--- config.mk ---
export PLATFORM = sky130hd
export DESIGN_NAME = apw_calibrator
export DESIGN_NICKNAME = d
export VERILOG_FILES = /design/src/rtl/apw_cal_pkg.sv /design/src/rtl/apw_cal_regs.sv /design/src/rtl/apw_cal_offset_stage.sv /design/src/rtl/apw_cal_gain_stage.sv /design/src/rtl/apw_calibrator.sv
export SDC_FILE = /design/constraint.sdc
export NUM_CORES = 1
export LEC_CHECK = 0
export ABC_AREA = 1
export BUFFER_PORTS_ARGS = -buffer_cell sky130_fd_sc_hd__buf_4
export CAP_MARGIN = 20
export CORE_MARGIN = 1
export CORE_UTILIZATION = 45
export CTS_BUF_LIST = sky130_fd_sc_hd__clkbuf_4 sky130_fd_sc_hd__clkbuf_8
export DETAILED_ROUTE_END_ITERATION = 10
export GPL_TIMING_DRIVEN = 0
export MAX_ROUTING_LAYER = met4
export PLACE_DENSITY = 0.66
export SLEW_MARGIN = 20
export SYNTH_ARGS = -nofsm -noshare
export SYNTH_HDL_FRONTEND = slang
export SYNTH_SLANG_ARGS = --single-unit
--- constraint.sdc ---
create_clock -name clk -period 6.9 [get_ports clk]
set_input_delay 1.035 -clock clk [delete_from_list [all_inputs] [get_ports clk]]
set_output_delay 1.035 -clock clk [all_outputs]
set_load 0.02 [all_outputs]
--- src/rtl/apw_cal_pkg.sv ---
package apw_cal_pkg;

  // Write-port register select
  typedef enum logic {
    CAL_SEL_GAIN   = 1'b0,
    CAL_SEL_OFFSET = 1'b1
  } cal_sel_e;

  // Default widths shared by the design and its checker
  localparam int unsigned CAL_DATA_W = 24;
  localparam int unsigned CAL_GAIN_W = 12;
  localparam int unsigned CAL_OFS_W  = 16;
  localparam int unsigned CAL_FRAC_W = 8;

endpackage

--- src/rtl/apw_cal_regs.sv ---
module apw_cal_regs #(
  parameter int unsigned GAIN_W = 12,
  parameter int unsigned OFS_W  = 16,
  parameter int unsigned WR_W   = 16
) (
  input  logic                     clk,
  input  logic                     rst,
  input  logic                     wr_en,
  input  logic                     wr_sel,
  input  logic [WR_W-1:0]          wr_data,
  output logic signed [GAIN_W-1:0] gain_q,
  output logic signed [OFS_W-1:0]  ofs_q
);
  import apw_cal_pkg::*;

  cal_sel_e sel;
  assign sel = cal_sel_e'(wr_sel);

  always_ff @(posedge clk) begin
    if (rst) begin
      gain_q <= '0;
      ofs_q  <= '0;
    end else if (wr_en) begin
      if (sel == CAL_SEL_GAIN) gain_q <= wr_data[GAIN_W-1:0];
      else                     ofs_q  <= wr_data[OFS_W-1:0];
    end
  end

endmodule

--- src/rtl/apw_cal_offset_stage.sv ---
module apw_cal_offset_stage #(
  parameter int unsigned DATA_W = 24,
  parameter int unsigned GAIN_W = 12,
  parameter int unsigned OFS_W  = 16,
  parameter int unsigned FRAC_W = 8,
  localparam int unsigned SUM_W = DATA_W + FRAC_W + 1
) (
  input  logic                     clk,
  input  logic                     rst,
  input  logic                     in_valid,
  input  logic signed [DATA_W-1:0] in_data,
  input  logic signed [GAIN_W-1:0] gain_i,
  input  logic signed [OFS_W-1:0]  ofs_i,
  output logic                     s1_valid,
  output logic signed [SUM_W-1:0]  s1_sum,
  output logic signed [GAIN_W-1:0] s1_gain
);

  logic signed [SUM_W-1:0] data_ext;
  logic signed [SUM_W-1:0] ofs_ext;
  logic signed [SUM_W-1:0] sum_d;

  // Sample moved up by FRAC_W bits so the offset lands on its fractional grid
  assign data_ext = {in_data[DATA_W-1], in_data, {FRAC_W{1'b0}}};
  assign ofs_ext  = {{(SUM_W-OFS_W){ofs_i[OFS_W-1]}}, ofs_i};
  assign sum_d    = data_ext + ofs_ext;

  always_ff @(posedge clk) begin
    if (rst) begin
      s1_valid <= 1'b0;
      s1_sum   <= '0;
      s1_gain  <= '0;
    end else begin
      s1_valid <= in_valid;
      if (in_valid) begin
        s1_sum  <= sum_d;
        s1_gain <= gain_i;
      end
    end
  end

endmodule

--- src/rtl/apw_cal_gain_stage.sv ---
module apw_cal_gain_stage #(
  parameter int unsigned DATA_W        = 24,
  parameter int unsigned GAIN_W        = 12,
  parameter int unsigned FRAC_W        = 8,
  parameter bit          ROUND_NEAREST = 1'b1,
  localparam int unsigned SUM_W  = DATA_W + FRAC_W + 1,
  localparam int unsigned MULT_W = GAIN_W + 2,
  localparam int unsigned PROD_W = SUM_W + MULT_W,
  localparam int unsigned SHIFT  = FRAC_W + GAIN_W
) (
  input  logic                     clk,
  input  logic                     rst,
  input  logic                     s1_valid,
  input  logic signed [SUM_W-1:0]  s1_sum,
  input  logic signed [GAIN_W-1:0] s1_gain,
  output logic                     out_valid,
  output logic signed [DATA_W-1:0] out_data
);

  localparam logic signed [MULT_W-1:0] UNITY = {2'b01, {GAIN_W{1'b0}}};
  localparam logic signed [PROD_W-1:0] MAXV  =
    {{(PROD_W-DATA_W+1){1'b0}}, {(DATA_W-1){1'b1}}};
  localparam logic signed [PROD_W-1:0] MINV  =
    {{(PROD_W-DATA_W+1){1'b1}}, {(DATA_W-1){1'b0}}};

  logic signed [MULT_W-1:0] factor;
  logic signed [PROD_W-1:0] sum_ext;
  logic signed [PROD_W-1:0] factor_ext;
  logic signed [PROD_W-1:0] product;
  logic signed [PROD_W-1:0] bias;
  logic signed [PROD_W-1:0] biased;
  logic signed [PROD_W-1:0] scaled;
  logic signed [DATA_W-1:0] clamped;

  assign factor     = UNITY + {{2{s1_gain[GAIN_W-1]}}, s1_gain};
  assign sum_ext    = {{MULT_W{s1_sum[SUM_W-1]}}, s1_sum};
  assign factor_ext = {{SUM_W{factor[MULT_W-1]}}, factor};
  assign product    = sum_ext * factor_ext;

  generate
    if (ROUND_NEAREST) begin : g_round
      assign bias = {{(PROD_W-SHIFT){1'b0}}, 1'b1, {(SHIFT-1){1'b0}}};
    end else begin : g_trunc
      assign bias = '0;
    end
  endgenerate

  assign biased = product + bias;
  assign scaled = biased >>> SHIFT;

  always_comb begin
    if (scaled > MAXV)      clamped = MAXV[DATA_W-1:0];
    else if (scaled < MINV) clamped = MINV[DATA_W-1:0];
    else                    clamped = scaled[DATA_W-1:0];
  end

  always_ff @(posedge clk) begin
    if (rst) begin
      out_valid <= 1'b0;
      out_data  <= '0;
    end else begin
      out_valid <= s1_valid;
      if (s1_valid) out_data <= clamped;
    end
  end

endmodule

--- src/rtl/apw_calibrator.sv ---
module apw_calibrator #(
  parameter int unsigned DATA_W        = apw_cal_pkg::CAL_DATA_W,
  parameter int unsigned GAIN_W        = apw_cal_pkg::CAL_GAIN_W,
  parameter int unsigned OFS_W         = apw_cal_pkg::CAL_OFS_W,
  parameter int unsigned FRAC_W        = apw_cal_pkg::CAL_FRAC_W,
  parameter bit          ROUND_NEAREST = 1'b1,
  localparam int unsigned SUM_W = DATA_W + FRAC_W + 1
) (
  input  logic              clk,
  input  logic              rst,
  input  logic              wr_en,
  input  logic              wr_sel,
  input  logic [OFS_W-1:0]  wr_data,
  input  logic              in_valid,
  input  logic [DATA_W-1:0] in_data,
  output logic              out_valid,
  output logic [DATA_W-1:0] out_data
);

  logic signed [GAIN_W-1:0] gain_q;
  logic signed [OFS_W-1:0]  ofs_q;
  logic                     s1_valid;
  logic signed [SUM_W-1:0]  s1_sum;
  logic signed [GAIN_W-1:0] s1_gain;
  logic signed [DATA_W-1:0] out_s;

  apw_cal_regs #(
    .GAIN_W (GAIN_W),
    .OFS_W  (OFS_W),
    .WR_W   (OFS_W)
  ) u_regs (
    .clk     (clk),
    .rst     (rst),
    .wr_en   (wr_en),
    .wr_sel  (wr_sel),
    .wr_data (wr_data),
    .gain_q  (gain_q),
    .ofs_q   (ofs_q)
  );

  apw_cal_offset_stage #(
    .DATA_W (DATA_W),
    .GAIN_W (GAIN_W),
    .OFS_W  (OFS_W),
    .FRAC_W (FRAC_W)
  ) u_ofs (
    .clk      (clk),
    .rst      (rst),
    .in_valid (in_valid),
    .in_data  (in_data),
    .gain_i   (gain_q),
    .ofs_i    (ofs_q),
    .s1_valid (s1_valid),
    .s1_sum   (s1_sum),
    .s1_gain  (s1_gain)
  );

  apw_cal_gain_stage #(
    .DATA_W        (DATA_W),
    .GAIN_W        (GAIN_W),
    .FRAC_W        (FRAC_W),
    .ROUND_NEAREST (ROUND_NEAREST)
  ) u_gain (
    .clk       (clk),
    .rst       (rst),
    .s1_valid  (s1_valid),
    .s1_sum    (s1_sum),
    .s1_gain   (s1_gain),
    .out_valid (out_valid),
    .out_data  (out_s)
  );

  assign out_data = out_s;

endmodule

==> flow_summary.yaml, run 1 <==
logic_synthesis:
  synth_area_um2: 20900
  ys_warn_count: 0
  synth_top_cell_area_share_pct: 34.4
  async_reset_ff_share_pct: 0
  syn-num-nets: 3514
  synth_edf_count: 0
  synth_seq_cells: 99
  ys.flop_type: "dfxtp_1"
  netlist_instances: 2951
  synth_cell_types: 42
  yosysSeqAreaShare_pct: 9.47
  avgSynthCellArea_um2: 7.09
  synthTopCellsByArea: "fa_1 (34%), inv_1 (15%), nand2_1 (13%)"
  synth_top_cell_by_area: "fa_1"
finish:
  area_growth_pct: 7.50
  layout_commonest_cell: "inv_1"
  register_area_um2: 2000
  fill_cells: 4512
  final_layout_size_suffix_gt1_share_pct: 6.48
  multiInputGateArea_um2: 15300
  layout.nets: 3584
  final_cell_mix: "inv_1 (829), nand2_1 (740), fa_1 (358)"
grt:
  grt_overflow: 0
  grt_max_degree: 22
  grt_usage_pct: 27.8
  grt_pass1_wl_mm: 98.8
  grt_pass1_vias: 19200
  antenna_found_initial: 1
timing:
  hold_viol_final: 0
  setup_ws_ns: 0.334
  period_share_pct: 95.2
  tns_ns: 0
  setup_viol: 0
  tightest_slew_ns: 0.971
  slew_headroom_pct: 35.3
  fin_crit_ns: 6.57
  fmax_ghz: 0.152
  finalMaxSlewViolations: 0
  skew_ns: 0.0256
min_path:
  hold_path.class: "flop to flop"
  min_from: "u_gain.out_data[23]"
  holdPathEnd: "u_gain.out_data[23]"
  whs_path_depth: 2
drt:
  drtAntennaViolNets: 0
  vias: 18100
  dr.pass1.iters: 5
  drt-total-wl_mm: 59.6
  post_drt_wl_per_cell_um: 16.4
  drc: 0
  drt-initial-drc-count: 1270
  viasPerCell: 4.99
clocking:
  clkSlewWorstSetupHoldPaths_ns: 0.12
  clock_latency_ns: 0.43
  clockBufferDepth: 2
  cts_root_buf: "clkbuf_8"
  cts_tree: "built"
  hold_buffers: 0
  cts_buffers: 9
  cts.sink_count: 99
  cts_max_level: 3
worst_setup_path:
  critical_path_required_ns: 7.21
  cp-startpoint: "u_ofs.s1_gain[11]"
  reg2reg_depth: 25
  start_kind: "flop"
  criticalPathCategory: "flop to flop"
  cp.arrival_ns: 6.87
  path_max_fanout: 10
  r2r-start: "u_ofs.s1_gain[11]"
  end_kind: "flop"
  reg2reg_slack_ns: 0.33
  reg2reg_to: "u_gain.out_data[11]"
placement:
  hpwl_mm: 51.9
  routabilityCongestion: 0.961
  place_ws_ns: -0.527
  io_buffers: 68
floorplan:
  fp.coreArea_um2: 45600
  rows: 78
  die_height_um: 218
  die_w_um: 218
  num_io_pins: 70
  dieArea_um2: 47400
  start_util_pct: 45.9
status:
  outcome: "complete, no violations"
job:
  drv_cap: 0
pwr:
  power_mw: 3.69
  ir_worst_vdd_mv: 0.0989
  p_per_area_nw_per_um2: 164
  cellLeakagePower_nw: 13.2
## layer usage
metal	track usage (%)	vias to the layer above	wire length, µm
met1	33.7	8811	24800
met3	3.03	131	3140
met2	47.3	484	29100
met4	11.3	0	2560
met5	-	-	0
li1	-	8661	-
## synthesized netlist by cell type, types with 12 or more instances
cell and instances:
nand3_1 53, nand2_1 740, a21oi_2 20, xnor2_1 12, nand4_1 16, a21oi_1 91, ha_1 158, fa_1 360
dfxtp_1 99, clkbuf_1 114, buf_1 17, xor2_1 24, inv_1 829, nor2_1 182, o21bai_1 12, o21ai_0 137
## logic make-up after synthesis
family / Yosys count / synth area share [%]
compound gates: 291 / 7.87
xor+xnor: 36 / 1.51
fa+ha+maj: 518 / 43.9
buf+inv: 972 / 17.6
flops: 99 / 9.47
other cells: 1 / 0.0179
simple gates: 1034 / 19.6
## per-stage QoR
stage	hold slack (ns)	utilization [%]	area, µm²	cells
2_1_floorplan	0.450	-	20900	2951
3_3_place_gp	0.467	48.7	22200	3619
3_5_place_dp	0.476	48.7	22200	3619
4_1_cts	0.491	49.1	22400	3626
5_1_grt	0.501	49.4	22500	3627
6_report	0.489	49.4	22500	3627
## how the worst max path moves through the flow
stage	slack (ns)	cells after the start	to
after floorplan	0.81	29	u_gain.out_data[2]
after global placement	-0.48	26	u_gain.out_data[18]
after detailed placement	-0.53	26	u_gain.out_data[12]
after CTS	0.01	25	u_gain.out_data[11]
after global routing	-0.01	25	u_gain.out_data[11]
final	0.33	25	u_gain.out_data[11]
## power breakdown
| group | internal [mW] | switching, mW |
|---|---|---|
| sequential | 0.626 | 0.0688 |
| clock | 0.148 | 0.284 |
| combinational | 0.910 | 1.66 |
| total | 1.68 | 2.01 |
## flip-flops by register name, indices dropped and copies added, names as in the netlist
name / flops
u_ofs.s1_gain: 12
u_regs.ofs_q: 16
u_gain.out_valid: 1
u_gain.out_data: 24
u_ofs.s1_valid: 1
u_regs.gain_q: 12
u_ofs.s1_sum: 33
## layout make-up
| cell class | count | share of cell area [%] |
|---|---|---|
| Timing Repair Buffer | 72 | 2.40 |
| Tap cell | 600 | 3.34 |
| Sequential cell | 99 | 8.91 |
| Multi-Input combinational cell | 1880 | 67.9 |
| Inverter | 834 | 13.9 |
| Clock buffer | 9 | 0.551 |
| Antenna cell | 1 | 0.0111 |
| Buffer | 125 | 2.56 |
| Clock inverter | 7 | 0.395 |
## timing repair
action                     in CTS  in global routing
resized for setup              16                 99
pin swaps                       0                  3
buffers inserted                0                  4
cloned                          0                  0
setup endpoints to repair      24                 24
## worst max-delay path, cell delays in order, from the launching register on
cell,delay (ns)
dfxtp_1,0.39
clkbuf_1,0.41
clkbuf_4,0.41
nand2_1,0.12
fa_1,0.42
fa_1,0.49
inv_1,0.05
fa_1,0.55
fa_1,0.45
fa_1,0.51
inv_1,0.06
fa_1,0.49
inv_1,0.05
ha_1,0.34
nand2_1,0.09
nor2_1,0.22
inv_1,0.10
nor4_2,0.35
nand3_1,0.19
nand3_1,0.13
nand2_1,0.05
nand2_1,0.13
nand2_2,0.13
buf_6,0.17
nand2_1,0.08
a21oi_2,0.06
Power figures use the tool's default switching activity.
==> run 2: changes to the inputs <==
Settings changed: CORE_UTILIZATION 45 to 60, PLACE_DENSITY 0.66 to 0.82.
==> flow_summary.yaml, run 2 (synthesis gave the netlist of run 1 again) <==
grt:
  grt_pass1_wl_mm: 97.3
  grt_overflow: 0
  grt_pass1_vias: 19300
  grt_usage_pct: 36.4
  antenna_found_initial: 0
  grt_max_degree: 22
timing:
  finalMaxSlewViolations: 0
  period_share_pct: 96.6
  slew_headroom_pct: 41.9
  skew_ns: 0.0189
  fin_crit_ns: 6.67
  tightest_slew_ns: 0.871
  hold_slack_ns: 0.482
  setup_viol: 0
  hold_viol_final: 0
  fmax_ghz: 0.150
finish:
  layout.nets: 3585
  finalNonFillerCells: 3483
  layout_commonest_cell: "inv_1"
  area_growth_pct: 6.91
  largest_register_ffs: 33
  reg_top3: "u_ofs.s1_sum: 33 flops, u_gain.out_data: 24 flops, u_regs.ofs_q: 16 flops"
  design_area_um2: 22400
  final_layout_size_suffix_gt1_share_pct: 7.30
  final_cell_mix: "inv_1 (828), nand2_1 (738), fa_1 (358)"
  fill_cells: 3117
  regMostFlops: "u_ofs.s1_sum"
clocking:
  clock_latency_ns: 0.42
  clockBufferDepth: 2
  cts_root_buf: "clkbuf_8"
  cts_buffers: 9
  cts_max_level: 3
  cts.sink_count: 99
  cts_tree: "built"
  clkSlewWorstSetupHoldPaths_ns: 0.13
min_path:
  holdPathEnd: "u_gain.out_data[23]"
  min_from: "u_gain.out_data[23]"
  whs_path_depth: 2
  hold_path.class: "flop to flop"
worst_setup_path:
  r2r-start: "u_ofs.s1_gain[9]"
  start_kind: "flop"
  end_kind: "flop"
  cp.arrival_ns: 6.97
  path_max_fanout: 10
  reg2reg_slack_ns: 0.23
  reg2reg_to: "u_gain.out_data[16]"
  critPathMaxStageDelay_ns: 0.59
  crit_slowest_cell: "fa_1"
  critical_path_required_ns: 7.21
  criticalPathCategory: "flop to flop"
  reg2reg_depth: 26
floorplan:
  num_io_pins: 70
  fp.coreArea_um2: 34500
  start_util_pct: 60.7
  die_height_um: 189
  die_w_um: 189
  rows: 68
  dieArea_um2: 35600
pwr:
  p_per_area_nw_per_um2: 164
  ir_worst_vdd_mv: 0.138
  p_int_mw: 1.69
  swShare_pct: 54.0
  p_comb_share_pct: 69.6
  pwr-share-clk_pct: 11.4
  cellLeakagePower_nw: 13.3
  power_mw: 3.68
  p_switching_mw: 1.99
  pwr-share-seq_pct: 19.0
drt:
  dr.pass1.iters: 9
  drt-total-wl_mm: 59.2
  post_drt_wl_per_cell_um: 17.0
  drc: 4
  drt-initial-drc-count: 1480
  vias: 18500
  viasPerCell: 5.32
  drtAntennaViolNets: 0
job:
  drv_cap: 0
placement:
  routabilityCongestion: 1.02
  place_area_um2: 22000
  placed_cells: 3474
  io_buffers: 68
  hpwl_mm: 50.6
status:
  outcome: "finished, violations left"
  violations: "design-rule violations"
==> run 2: cell types whose count changed in the layout (fill, tap and decap cells not counted), moves of 3 or more <==
cell and change:
clkbuf_2 +12, clkbuf_1 -10, dfxtp_1 -5, buf_1 -4, buf_4 +3, dfxtp_2 +3
==> run 2: area by class of cell <==
class,count,area [µm²],area share [%]
flip-flops and latches,99,2020,9.01
well taps,455,569,2.54
repair buffers,74,556,2.48
multi-input cells,1880,15300,68.3
diodes,1,2.50,0.0112
clock buffers,9,124,0.554
plain buffers,124,598,2.67
clock inverters,7,83.8,0.375
inverters,834,3130,14.0
==> run 2: how the worst max path moves through the flow <==
stage,to,depth (start not counted),startpoint
after global placement,u_gain.out_data[9],27,u_ofs.s1_gain[4]
after CTS,u_gain.out_data[16],26,u_ofs.s1_gain[5]
final,u_gain.out_data[16],26,u_ofs.s1_gain[9]
after global routing,u_gain.out_data[16],28,u_ofs.s1_gain[7]
after detailed placement,u_gain.out_data[3],29,u_ofs.s1_gain[5]
after floorplan,u_gain.out_data[2],29,u_ofs.s1_gain[5]
==> run 2: what timing repair did <==
| action | 4_1_cts | 5_1_grt |
|---|---|---|
| gates resized for setup | 16 | 138 |
| setup buffers | 0 | 6 |
| setup endpoints to repair | 24 | 24 |
| hold buffers | 0 | 0 |
| pin swaps | 0 | 2 |
==> run 2: routing by layer <==
layer | GRT usage, % | vias up | routed length [µm]
li1 | - | 8654 | -
met1 | 42.9 | 8940 | 23200
met2 | 59.5 | 753 | 28300
met3 | 5.25 | 197 | 4130
met4 | 21.0 | 0 | 3610
met5 | - | - | 0
==> run 2: critical path, delay by kind of cell, from the launching register on <==
family	cells	cell delay, ns
fa+ha+maj	7	3.48
simple gates	11	1.32
buf+inv	6	0.90
flops	1	0.51
compound gates	2	0.33
==> run 2: power groups by stage <==
stage / Combinational (mW) / Sequential [mW] / Clock, mW
after CTS: 2.54 / 0.690 / 0.421
after global placement: 2.48 / 0.687 / 0
after detailed placement: 2.53 / 0.689 / 0
after global routing: 2.89 / 0.702 / 0.438
final: 2.56 / 0.698 / 0.421
after floorplan: 1.81 / 0.693 / 0
==> run 2: per-stage QoR <==
step                TNS (ns)  setup slack (ns)  utilization [%]
global placement       -9.83            -0.444             63.9
detailed placement    -11.72            -0.530             63.9
finish                     0             0.233             64.9
global route          -0.293           -0.0249             64.9
CTS                        0           0.00490             64.4
floorplan                  0             0.813                -
